<file path="config.mk">
export PLATFORM = sky130hd
export DESIGN_NAME = regwin_selftest
export DESIGN_NICKNAME = d
export VERILOG_FILES = /design/src/rtl/regwin_pkg.sv /design/src/rtl/regwin_bytemem.sv /design/src/rtl/regwin_st_engine.sv /design/src/rtl/regwin_selftest.sv
export SDC_FILE = /design/constraint.sdc
export NUM_CORES = 2
export LEC_CHECK = 0
export BUFFER_PORTS_ARGS = -buffer_cell sky130_fd_sc_hd__buf_2
export CORE_AREA = 2 2 419 255
export DETAILED_ROUTE_END_ITERATION = 16
export DIE_AREA = 0 0 421 257
export PLACE_DENSITY = 0.61
export SLEW_MARGIN = 20
export SYNTH_ARGS = -nofsm -noshare
export SYNTH_HDL_FRONTEND = slang
export SYNTH_SLANG_ARGS = --single-unit
</file>
<file path="constraint.sdc">
create_clock -name clk -period 2.9 [get_ports clk]
set_input_delay 0.58 -clock clk [delete_from_list [all_inputs] [get_ports clk]]
set_output_delay 0.58 -clock clk [all_outputs]
set_load 0.005 [all_outputs]
</file>
<file path="src/rtl/regwin_pkg.sv">
package regwin_pkg;
    localparam int unsigned OFF_GUARD_END = 'h010;
    localparam int unsigned OFF_T32       = 'h010;
    localparam int unsigned OFF_T64_LO    = 'h018;
    localparam int unsigned OFF_T64_HI    = 'h01C;
    localparam int unsigned OFF_IRQ       = 'h020;
    localparam int unsigned OFF_SADDR_LO  = 'h028;
    localparam int unsigned OFF_SADDR_HI  = 'h02C;
    localparam int unsigned OFF_SIZE      = 'h030;
    localparam int unsigned OFF_CTRL      = 'h034;
    localparam logic [31:0] GUARD_MARK    = 32'hDEADBABE;
    localparam logic [7:0]  FILL_BYTE     = 8'h96;

    typedef enum logic [2:0] {
        OP_NONE   = 3'd0,
        OP_CLEAR  = 3'd1,
        OP_FILL   = 3'd2,
        OP_INVERT = 3'd4
    } st_op_e;
endpackage

</file>
<file path="src/rtl/regwin_bytemem.sv">
module regwin_bytemem #(
    parameter int MEM_BYTES = 64,
    localparam int MEM_AW = $clog2(MEM_BYTES),
    localparam int WORD_AW = MEM_AW - 2
) (
    input  logic               clk,
    input  logic               rst_n,
    input  logic               bus_we,
    input  logic [WORD_AW-1:0] bus_widx,
    input  logic [31:0]        bus_wdata,
    output logic [31:0]        bus_rword,
    input  logic               eng_we,
    input  logic [MEM_AW-1:0]  eng_idx,
    input  logic [7:0]         eng_wbyte,
    output logic [7:0]         eng_rbyte
);
    logic [7:0] mem_q [MEM_BYTES];
    logic [7:0] mem_d [MEM_BYTES];

    always_comb begin
        mem_d = mem_q;
        if (bus_we) begin
            for (int b = 0; b < 4; b++) begin
                mem_d[{bus_widx, 2'(b)}] = bus_wdata[8*b +: 8];
            end
        end
        if (eng_we) begin
            mem_d[eng_idx] = eng_wbyte;
        end
    end

    always_ff @(posedge clk or negedge rst_n) begin
        if (!rst_n) begin
            for (int i = 0; i < MEM_BYTES; i++) mem_q[i] <= '0;
        end else begin
            mem_q <= mem_d;
        end
    end

    assign bus_rword = {mem_q[{bus_widx, 2'd3}], mem_q[{bus_widx, 2'd2}],
                        mem_q[{bus_widx, 2'd1}], mem_q[{bus_widx, 2'd0}]};
    assign eng_rbyte = mem_q[eng_idx];
endmodule

</file>
<file path="src/rtl/regwin_st_engine.sv">
module regwin_st_engine
    import regwin_pkg::*;
#(
    parameter int MEM_BYTES = 64,
    localparam int MEM_AW = $clog2(MEM_BYTES)
) (
    input  logic              clk,
    input  logic              rst_n,
    input  logic              start,
    input  st_op_e            op,
    input  logic [MEM_AW-1:0] base,
    input  logic [31:0]       count,
    output logic              accepted,
    output logic              busy,
    output logic              done,
    output logic              mem_we,
    output logic [MEM_AW-1:0] mem_idx,
    output logic [7:0]        mem_wbyte,
    input  logic [7:0]        mem_rbyte
);
    typedef struct packed {
        logic              busy;
        logic              done;
        st_op_e            op;
        logic [MEM_AW-1:0] ptr;
        logic [31:0]       remain;
    } eng_t;

    eng_t s_d, s_q;

    always_comb begin
        s_d      = s_q;
        s_d.done = 1'b0;
        accepted = 1'b0;
        mem_we   = 1'b0;
        if (s_q.busy) begin
            mem_we     = 1'b1;
            s_d.ptr    = s_q.ptr + 1'b1;
            s_d.remain = s_q.remain - 32'd1;
            if (s_q.remain == 32'd1) begin
                s_d.busy = 1'b0;
                s_d.done = 1'b1;
            end
        end else if (start) begin
            accepted   = 1'b1;
            s_d.op     = op;
            s_d.ptr    = base;
            s_d.remain = count;
            if (count == 32'd0) s_d.done = 1'b1;
            else                s_d.busy = 1'b1;
        end
        unique case (s_q.op)
            OP_FILL:   mem_wbyte = FILL_BYTE;
            OP_INVERT: mem_wbyte = ~mem_rbyte;
            default:   mem_wbyte = 8'h00;
        endcase
    end

    always_ff @(posedge clk or negedge rst_n) begin
        if (!rst_n) s_q <= '{busy: 1'b0, done: 1'b0, op: OP_NONE, ptr: '0, remain: '0};
        else        s_q <= s_d;
    end

    assign mem_idx = s_q.ptr;
    assign busy    = s_q.busy;
    assign done    = s_q.done;
endmodule

</file>
<file path="src/rtl/regwin_selftest.sv">
module regwin_selftest
    import regwin_pkg::*;
#(
    parameter int ADDR_W    = 12,
    parameter int VEC_W     = 8,
    parameter int MEM_BYTES = 64,
    parameter int MEM_BASE  = 'h040,
    localparam int MEM_AW   = $clog2(MEM_BYTES),
    localparam int WORD_AW  = MEM_AW - 2
) (
    input  logic              clk,
    input  logic              rst_n,
    input  logic              wr_en,
    input  logic              rd_en,
    input  logic [ADDR_W-1:0] addr,
    input  logic [31:0]       wdata,
    output logic              rd_valid,
    output logic [31:0]       rd_data,
    output logic              irq_valid,
    output logic [VEC_W-1:0]  irq_vec,
    output logic              st_busy,
    output logic              st_done
);
    typedef struct packed {
        logic [31:0]      t32;
        logic [63:0]      t64;
        logic [31:0]      stage;
        logic [VEC_W-1:0] vec;
        logic [63:0]      saddr;
        logic [31:0]      size;
        st_op_e           last_op;
        logic             irq_valid;
        logic             rd_valid;
        logic [31:0]      rd_data;
    } regs_t;

    regs_t r_d, r_q;

    logic [ADDR_W-1:0] mem_off;
    logic              in_guard, in_mem, ctrl_code_ok, start, accepted;
    logic [31:0]       mem_rword;
    logic [63:0]       t64_dbl;
    logic              eng_we;
    logic [MEM_AW-1:0] eng_idx;
    logic [7:0]        eng_wbyte, eng_rbyte;

    function automatic logic hit(input logic [ADDR_W-1:0] a, input int unsigned off);
        return a == ADDR_W'(off);
    endfunction

    assign mem_off      = addr - ADDR_W'(MEM_BASE);
    assign in_guard     = addr < ADDR_W'(OFF_GUARD_END);
    assign in_mem       = (addr >= ADDR_W'(MEM_BASE)) && (mem_off < ADDR_W'(MEM_BYTES));
    assign ctrl_code_ok = (wdata == 32'd1) || (wdata == 32'd2) || (wdata == 32'd4);
    assign start        = wr_en && hit(addr, OFF_CTRL) && ctrl_code_ok;
    assign t64_dbl      = r_q.t64 << 1;

    always_comb begin
        r_d           = r_q;
        r_d.irq_valid = 1'b0;
        r_d.rd_valid  = rd_en;
        r_d.rd_data   = '0;
        if (wr_en) begin
            if (hit(addr, OFF_T32))      r_d.t32   = wdata;
            if (hit(addr, OFF_T64_LO))   r_d.stage = wdata;
            if (hit(addr, OFF_T64_HI))   r_d.t64   = {wdata, r_q.stage};
            if (hit(addr, OFF_SADDR_LO)) r_d.saddr[31:0]  = wdata;
            if (hit(addr, OFF_SADDR_HI)) r_d.saddr[63:32] = wdata;
            if (hit(addr, OFF_SIZE))     r_d.size  = wdata;
            if (hit(addr, OFF_IRQ)) begin
                r_d.vec       = wdata[VEC_W-1:0];
                r_d.irq_valid = 1'b1;
            end
        end
        if (accepted) r_d.last_op = st_op_e'(wdata[2:0]);
        if (rd_en) begin
            if (in_guard)                     r_d.rd_data = GUARD_MARK;
            else if (in_mem)                  r_d.rd_data = mem_rword;
            else if (hit(addr, OFF_T32))      r_d.rd_data = r_q.t32 << 1;
            else if (hit(addr, OFF_T64_LO))   r_d.rd_data = t64_dbl[31:0];
            else if (hit(addr, OFF_T64_HI))   r_d.rd_data = t64_dbl[63:32];
            else if (hit(addr, OFF_IRQ))      r_d.rd_data = 32'(r_q.vec);
            else if (hit(addr, OFF_SADDR_LO)) r_d.rd_data = r_q.saddr[31:0];
            else if (hit(addr, OFF_SADDR_HI)) r_d.rd_data = r_q.saddr[63:32];
            else if (hit(addr, OFF_SIZE))     r_d.rd_data = r_q.size;
            else if (hit(addr, OFF_CTRL))     r_d.rd_data = 32'(r_q.last_op);
        end
    end

    always_ff @(posedge clk or negedge rst_n) begin
        if (!rst_n) r_q <= '{last_op: OP_NONE, default: '0};
        else        r_q <= r_d;
    end

    regwin_st_engine #(.MEM_BYTES(MEM_BYTES)) u_eng (
        .clk       (clk),
        .rst_n     (rst_n),
        .start     (start),
        .op        (st_op_e'(wdata[2:0])),
        .base      (r_q.saddr[MEM_AW-1:0]),
        .count     (r_q.size),
        .accepted  (accepted),
        .busy      (st_busy),
        .done      (st_done),
        .mem_we    (eng_we),
        .mem_idx   (eng_idx),
        .mem_wbyte (eng_wbyte),
        .mem_rbyte (eng_rbyte)
    );

    regwin_bytemem #(.MEM_BYTES(MEM_BYTES)) u_mem (
        .clk       (clk),
        .rst_n     (rst_n),
        .bus_we    (wr_en && in_mem && !st_busy),
        .bus_widx  (mem_off[MEM_AW-1:2]),
        .bus_wdata (wdata),
        .bus_rword (mem_rword),
        .eng_we    (eng_we),
        .eng_idx   (eng_idx),
        .eng_wbyte (eng_wbyte),
        .eng_rbyte (eng_rbyte)
    );

    assign rd_valid  = r_q.rd_valid;
    assign rd_data   = r_q.rd_data;
    assign irq_valid = r_q.irq_valid;
    assign irq_vec   = r_q.vec;
endmodule

</file>
== Word-level counts from Yosys, hierarchy flattened ==
Cells that the tools add are included.
W data, S select, Z words.

* Flip-flop bits (word level): 822
* Bits of input ports: 48
* Output and inout bits: 44
* Logic and storage cells: 195

* Reductions and logical operators: 23
* Bitwise logic cells: 7
* Add/subtract/negate cells: 3
* Multiplexer cells: 55
* Equal/unequal tests: 14
* $lt $le $gt $ge: 13

{| class="wikitable"
|+ Operator list
! operator !! count
|-
| $bwmux W512 || 5
|-
| $mux W512 || 2
|-
| $mux W32 || 10
|-
| $bmux W8 S6 || 5
|-
| $demux W8 S6 || 5
|-
| $mux W8 || 15
|-
| $eq A32 B1 Y1 const B || 2
|-
| $eq A12 B6 Y1 const B || 5
|-
| $mux W43 || 1
|-
| $mux W38 || 1
|-
| $eq A12 B5 Y1 const B || 3
|-
| $ge A7 B7 Y1 const B || 5
|-
| $lt A7 B1 Y1 const B || 5
|-
| $not A6 Y7 || 5
|-
| $eq A32 B2 Y1 const B || 1
|-
| $eq A32 B3 Y1 const B || 1
|-
| $logic_not A32 Y1 || 1
|-
| $sub A32 B1 Y32 const B || 1
|-
| $pmux W8 S2 || 1
|-
| $reduce_and A2 Y1 || 8
|-
| $ge A12 B7 Y1 const B || 1
|-
| $lt A12 B5 Y1 const B || 1
|-
| $lt A12 B7 Y1 const B || 1
|-
| $sub A12 B7 Y12 const B || 1
|-
| 12 further kinds || 29
|}

== Logic depth before layout (Yosys ltp) ==
* Depth in word-level cells: 13
* Depth in mapped cells: 15
* Mapped depth without buffers: 7

== Hierarchy ==
From an unflattened synthesis, not the netlist that was laid out.

* Cell total of the unflattened synthesis: 4,315
* Area total of the unflattened synthesis: 47,659.5 um^2

{| class="wikitable"
|+ By module, submodules not included
! module !! instances !! cells an instance !! area each (um^2)
|-
| regwin_bytemem || 1 || 2,906 || 32,030.7
|-
| regwin_selftest || 1 || 1,078 || 12,748.5
|-
| regwin_st_engine || 1 || 331 || 2,880.3
|}

== Worst setup path before layout ==
No wires, ideal clock.

* Kind: input to register
* From: input port addr[2]
* To: register r_q (netlist bit rd_data[31])
* Required time: 2,770 ps
* Data arrival time: 2,715 ps
* Setup time: 130 ps
* Stages: 7
* Slack: 55 ps
* Path through: clkbuf_1 buf_2 buf_1 mux4_2 mux4_2 a21oi_1 o32ai_1

{| class="wikitable"
|+ RTL lines
! what !! RTL line !! RTL
|-
| start: declaration || regwin_selftest.sv:15 || <nowiki>input logic [ADDR_W-1:0] addr,</nowiki>
|-
| end signal: assignment || regwin_selftest.sv:92 || <nowiki>else r_q <= r_d;</nowiki>
|-
| end: declaration || regwin_selftest.sv:37 || <nowiki>regs_t r_d, r_q;</nowiki>
|}

==> flow_summary.html <==
<table>
<tr><th>Metric</th><th>Value</th></tr>
<tr><th colspan="2">Run status</th></tr>
<tr><td>Status</td><td>complete, but fails checks</td></tr>
<tr><td>Violated checks</td><td>negative setup slack</td></tr>
<tr><th colspan="2">Critical path</th></tr>
<tr><td>Required @ worst endpoint</td><td>3500 ps</td></tr>
<tr><td>Highest fanout seen on the critical path</td><td>24</td></tr>
<tr><td>Nature of the critical path endpoint</td><td>register</td></tr>
<tr><td>Longest individual stage delay on the worst path</td><td>560 ps</td></tr>
<tr><td>CP cell instances</td><td>buf_12 &gt; buf_12 &gt; mux4_2 &gt; mux2i_2 &gt; o22ai_1 &gt; a21oi_1 &gt; nand4_1 &gt; buf_4 &gt; o21ai_0</td></tr>
<tr><td>Slack of the worst reg-to-reg path</td><td>-90 ps</td></tr>
<tr><td>Slowest cell on the critical path</td><td>mux4_2</td></tr>
<tr><td>Category of the worst setup path launch point</td><td>register</td></tr>
<tr><td>Launch point of the worst reg-to-reg path</td><td>u_eng.mem_idx[1]</td></tr>
<tr><td>Data arrival time of the critical path</td><td>3590 ps</td></tr>
<tr><td>Startpoint of the worst setup timing path</td><td>u_eng.mem_idx[1]</td></tr>
<tr><td>Critical setup path kind</td><td>register to register</td></tr>
<tr><td>Most repeated library cell on the critical path</td><td>buf_12</td></tr>
<tr><th colspan="2">Synthesis</th></tr>
<tr><td>Proportion of synthesized flip-flops having asynchronous set or reset</td><td>1.00</td></tr>
<tr><td>Avg Synthesized Cell Area</td><td>11.1 µm²</td></tr>
<tr><td>Yosys top cell by area</td><td>dfrtp_1</td></tr>
<tr><td>Post-synthesis cell count</td><td>4,201</td></tr>
<tr><td>Most instantiated cells after synthesis</td><td>dfrtp_1 (819), nand2_1 (724), mux2i_1 (530), mux2_2 (304), clkbuf_1 (259)</td></tr>
<tr><td>Top-count cell post-synth</td><td>dfrtp_1</td></tr>
<tr><td>Post-Synthesis Net Count</td><td>4,252</td></tr>
<tr><td>Post-synth top flop</td><td>dfrtp_1</td></tr>
<tr><td>Number of library cell types mapped by synthesis</td><td>82</td></tr>
<tr><td>Top-area cell type share of the netlist area</td><td>0.439</td></tr>
<tr><td>Number of enable flip-flop cells after synthesis</td><td>0</td></tr>
<tr><td>Cells taking the most area after synthesis</td><td>dfrtp_1 (44%), mux2i_1 (11%), mux4_2 (9.9%)</td></tr>
<tr><td>Post-synthesis instance area</td><td>roughly 47,000 µm²</td></tr>
<tr><td>Number of storage elements in the synthesis netlist</td><td>between 800 and 900</td></tr>
<tr><td>Number of warnings printed during yosys synthesis</td><td>0</td></tr>
<tr><td>Sequential share of the synthesized area</td><td>0.439</td></tr>
<tr><th colspan="2">Detailed routing</th></tr>
<tr><td>Iter 0 DRT Violations</td><td>around 6,900</td></tr>
<tr><td>Pre-antenna DRT Iters</td><td>6</td></tr>
<tr><td>Routed via count divided by cell count</td><td>6.91</td></tr>
<tr><td>Total wire length after detailed routing</td><td>223 mm</td></tr>
<tr><td>Residual antenna-violating net count after detailed routing</td><td>0</td></tr>
<tr><td>Via total after detailed routing</td><td>41,200</td></tr>
<tr><td>Post-route DRC violation count</td><td>0</td></tr>
<tr><td>Detail-routed net length per standard cell</td><td>37.5 µm</td></tr>
<tr><th colspan="2">Job</th></tr>
<tr><td>Maxcap violations</td><td>0</td></tr>
<tr><th colspan="2">GRT</th></tr>
<tr><td>Largest net degree at the start of global routing</td><td>108</td></tr>
<tr><td>Wire length of the first global-routing pass</td><td>307 mm</td></tr>
<tr><td>Busiest metal layer after global routing</td><td>met1</td></tr>
<tr><td>Overflow left after global routing</td><td>0</td></tr>
<tr><td>Routing usage on met1</td><td>0.589</td></tr>
<tr><td>Number of antenna violations at the first check in global routing</td><td>13</td></tr>
<tr><td>Met2 capacity usage during global routing</td><td>0.475</td></tr>
<tr><td>Met3 capacity usage during global routing</td><td>0.246</td></tr>
<tr><td>Vias in the first global route</td><td>38,400</td></tr>
<tr><td>Total Routing Usage GR</td><td>0.401</td></tr>
<tr><th colspan="2">CTS</th></tr>
<tr><td>Deepest level of the CTS H-tree</td><td>3</td></tr>
<tr><td>Buffer depth of the longest clock path</td><td>3</td></tr>
<tr><td>Clock tree from TritonCTS</td><td>built</td></tr>
<tr><td>Number of CTS-inserted buffers</td><td>82</td></tr>
<tr><td>CTS Root Buffer Type</td><td>clkbuf_16</td></tr>
<tr><td>Later-pin clock latency in the skew report</td><td>720 ps</td></tr>
<tr><td>Clock slew at reported path FFs</td><td>70 ps</td></tr>
<tr><td>Number of sinks on the clock net</td><td>819</td></tr>
<tr><th colspan="2">Floorplan</th></tr>
<tr><td>Die area</td><td>between 100,000 and 150,000 µm²</td></tr>
<tr><td>Site Rows</td><td>92</td></tr>
<tr><td>Die width</td><td>421 µm</td></tr>
<tr><td>CORE AREA</td><td>104,000 µm²</td></tr>
<tr><td>Number of top-level pins</td><td>92</td></tr>
<tr><td>Initial Util</td><td>0.448</td></tr>
<tr><td>Die H</td><td>around 260 µm</td></tr>
<tr><th colspan="2">Timing</th></tr>
<tr><td>Rel. slew slack</td><td>0.157</td></tr>
<tr><td>Final critical-path share of the clock period</td><td>1.03</td></tr>
<tr><td>Post-route worst setup slack</td><td>-87.2 ps</td></tr>
<tr><td>Unrepaired setup endpoints after global routing</td><td>true</td></tr>
<tr><td>Slew at the pin closest to its max-slew limit</td><td>1260 ps</td></tr>
<tr><td>Pins over their slew limit</td><td>0</td></tr>
<tr><td>Worst clock skew</td><td>39.1 ps</td></tr>
<tr><td>Post-Route Hold Slack</td><td>332 ps</td></tr>
<tr><td>F_max</td><td>0.335 GHz</td></tr>
<tr><td>Final setup vio count</td><td>20</td></tr>
<tr><td>Final count of hold timing violations</td><td>0</td></tr>
<tr><td>Minimum clock period</td><td>2990 ps</td></tr>
<tr><th colspan="2">Placement</th></tr>
<tr><td>Buffers on Ports</td><td>91</td></tr>
<tr><td>RD Place Congestion</td><td>1.11</td></tr>
<tr><td>Count of placed standard cells including taps</td><td>5,758</td></tr>
<tr><td>Placed wire-length estimate after detailed placement</td><td>164 mm</td></tr>
<tr><th colspan="2">Finish</th></tr>
<tr><td>Fill cell count</td><td>9,150</td></tr>
<tr><td>Share of cells above drive strength 1</td><td>0.302</td></tr>
<tr><td>Non-Filler Instances</td><td>5,956</td></tr>
<tr><td>Fin nets</td><td>4,524</td></tr>
<tr><td>Area added between synthesis and finish</td><td>18.6%</td></tr>
<tr><th colspan="2">Power</th></tr>
<tr><td>Max VDD drop</td><td>0.389 mV</td></tr>
<tr><td>Leak Pwr</td><td>24.8 nW</td></tr>
<tr><td>Total power draw</td><td>approximately 25 mW</td></tr>
<tr><td>Pwr Density</td><td>between 400 and 500 nW/µm²</td></tr>
<tr><th colspan="2">Worst hold path</th></tr>
<tr><td>Worst hold path type</td><td>input pin to asynchronous set/reset pin</td></tr>
</table>
## cell type report
| cell class | count | area [µm²] | share of cell area |
|---|---|---|---|
| Multi-Input combinational cell | 2915 | 24300 | 0.438 |
| Sequential cell | 819 | 20500 | 0.371 |
| Timing Repair Buffer | 630 | 5780 | 0.104 |
| Clock buffer | 107 | 2290 | 0.0414 |
| Tap cell | 1410 | 1760 | 0.0319 |
| Clock inverter | 44 | 617 | 0.0112 |
| Inverter | 25 | 97.6 | 0.00176 |
| Antenna cell | 6 | 15.0 | 0.000271 |
## per-layer routing
layer,vias up,wire length (µm)
met4,10,6410
li1,16300,-
met5,-,247
met1,21200,93600
met2,3256,79600
met3,397,43200
## stage by stage
step,setup TNS (ps),utilization,cell area (µm²),setup WS [ps]
floorplan,0,-,46600,55.0
global placement,-51490,0.496,51600,-413
detailed placement,-36380,0.496,51600,-346
CTS,-0.214,0.525,54700,-0.214
global route,-2590,0.531,55300,-111
finish,-324,0.531,55300,-87.2
## what timing repair did
| action | in CTS | in global routing |
|---|---|---|
| hold buffers | 1 | 0 |
| gates cloned | 2 | 6 |
| resized for setup | 13 | 56 |
| setup buffers | 6 | 27 |
| endpoints found under the hold margin | 15 | 0 |
| endpoints found under the setup margin | 330 | 423 |
| pin swaps | 0 | 14 |
## worst max-delay path, delay by kind of cell (launching register included)
family | cells | cell delay (ps)
buffers and inverters | 3 | 670
AO/OA/AOI/OAI | 3 | 570
flip-flops | 1 | 550
multiplexers | 2 | 870
AND/OR/NAND/NOR | 1 | 170
## layout by cell type (no fill, tap or decap), types with 15 or more instances in the layout
cell type,n
nor4_1,19
nand4_1,17
nor3_1,19
clkbuf_16,91
mux4_2,207
a22oi_1,50
dfrtp_1,816
buf_12,80
a221oi_1,38
a31oi_1,20
o221ai_1,18
a22o_1,23
nand2_2,19
inv_1,22
a32oi_1,245
o22ai_1,19
o21ai_0,135
nand2_1,722
mux2_2,304
nand3_1,40
nor2_1,133
mux2i_1,528
a21oi_1,98
buf_2,88
buf_4,435
nand2b_1,15
## logic make-up after synthesis
| kind of cell | count (synthesis) | synth area share |
|---|---|---|
| adders and majority gates | 3 | 0.000805 |
| AOI/OAI and AO/OA | 751 | 0.118 |
| buffers and inverters | 467 | 0.0470 |
| DFF | 819 | 0.439 |
| and+or+nand+nor | 1087 | 0.0999 |
| muxes | 1051 | 0.291 |
| xor gates and xnor gates | 23 | 0.00432 |
## where the power goes
| part | internal, mW | switching, mW | total (mW) |
|---|---|---|---|
| registers | 11.4 | 0.0115 | 11.4 |
| clock network | 6.78 | 5.19 | 12.0 |
| logic | 0.343 | 0.984 | 1.33 |
| total | 18.6 | 6.18 | 24.7 |
## state kept, by name, indices dropped and copies added, names as in the netlist
name	count
u_eng.done	1
u_eng.busy	1
irq_valid	1
rd_valid	1
rd_data	32
irq_vec	8
u_eng.mem_idx	6
r_q	225
u_eng.s_q	32
u_mem.mem_q	512
## path summary, 6_finish.rpt
path | end | depth (start not counted)
max | u_mem.mem_q[83] | 9
min | u_mem.mem_q[281] | 2
max reg2reg | u_mem.mem_q[83] | 9
min reg2reg | r_q[181] | 1
max in group asynchronous | u_mem.mem_q[150] | 4
min in group clk | rd_valid | 2
No activity file was read; power rests on OpenSTA's default activity.
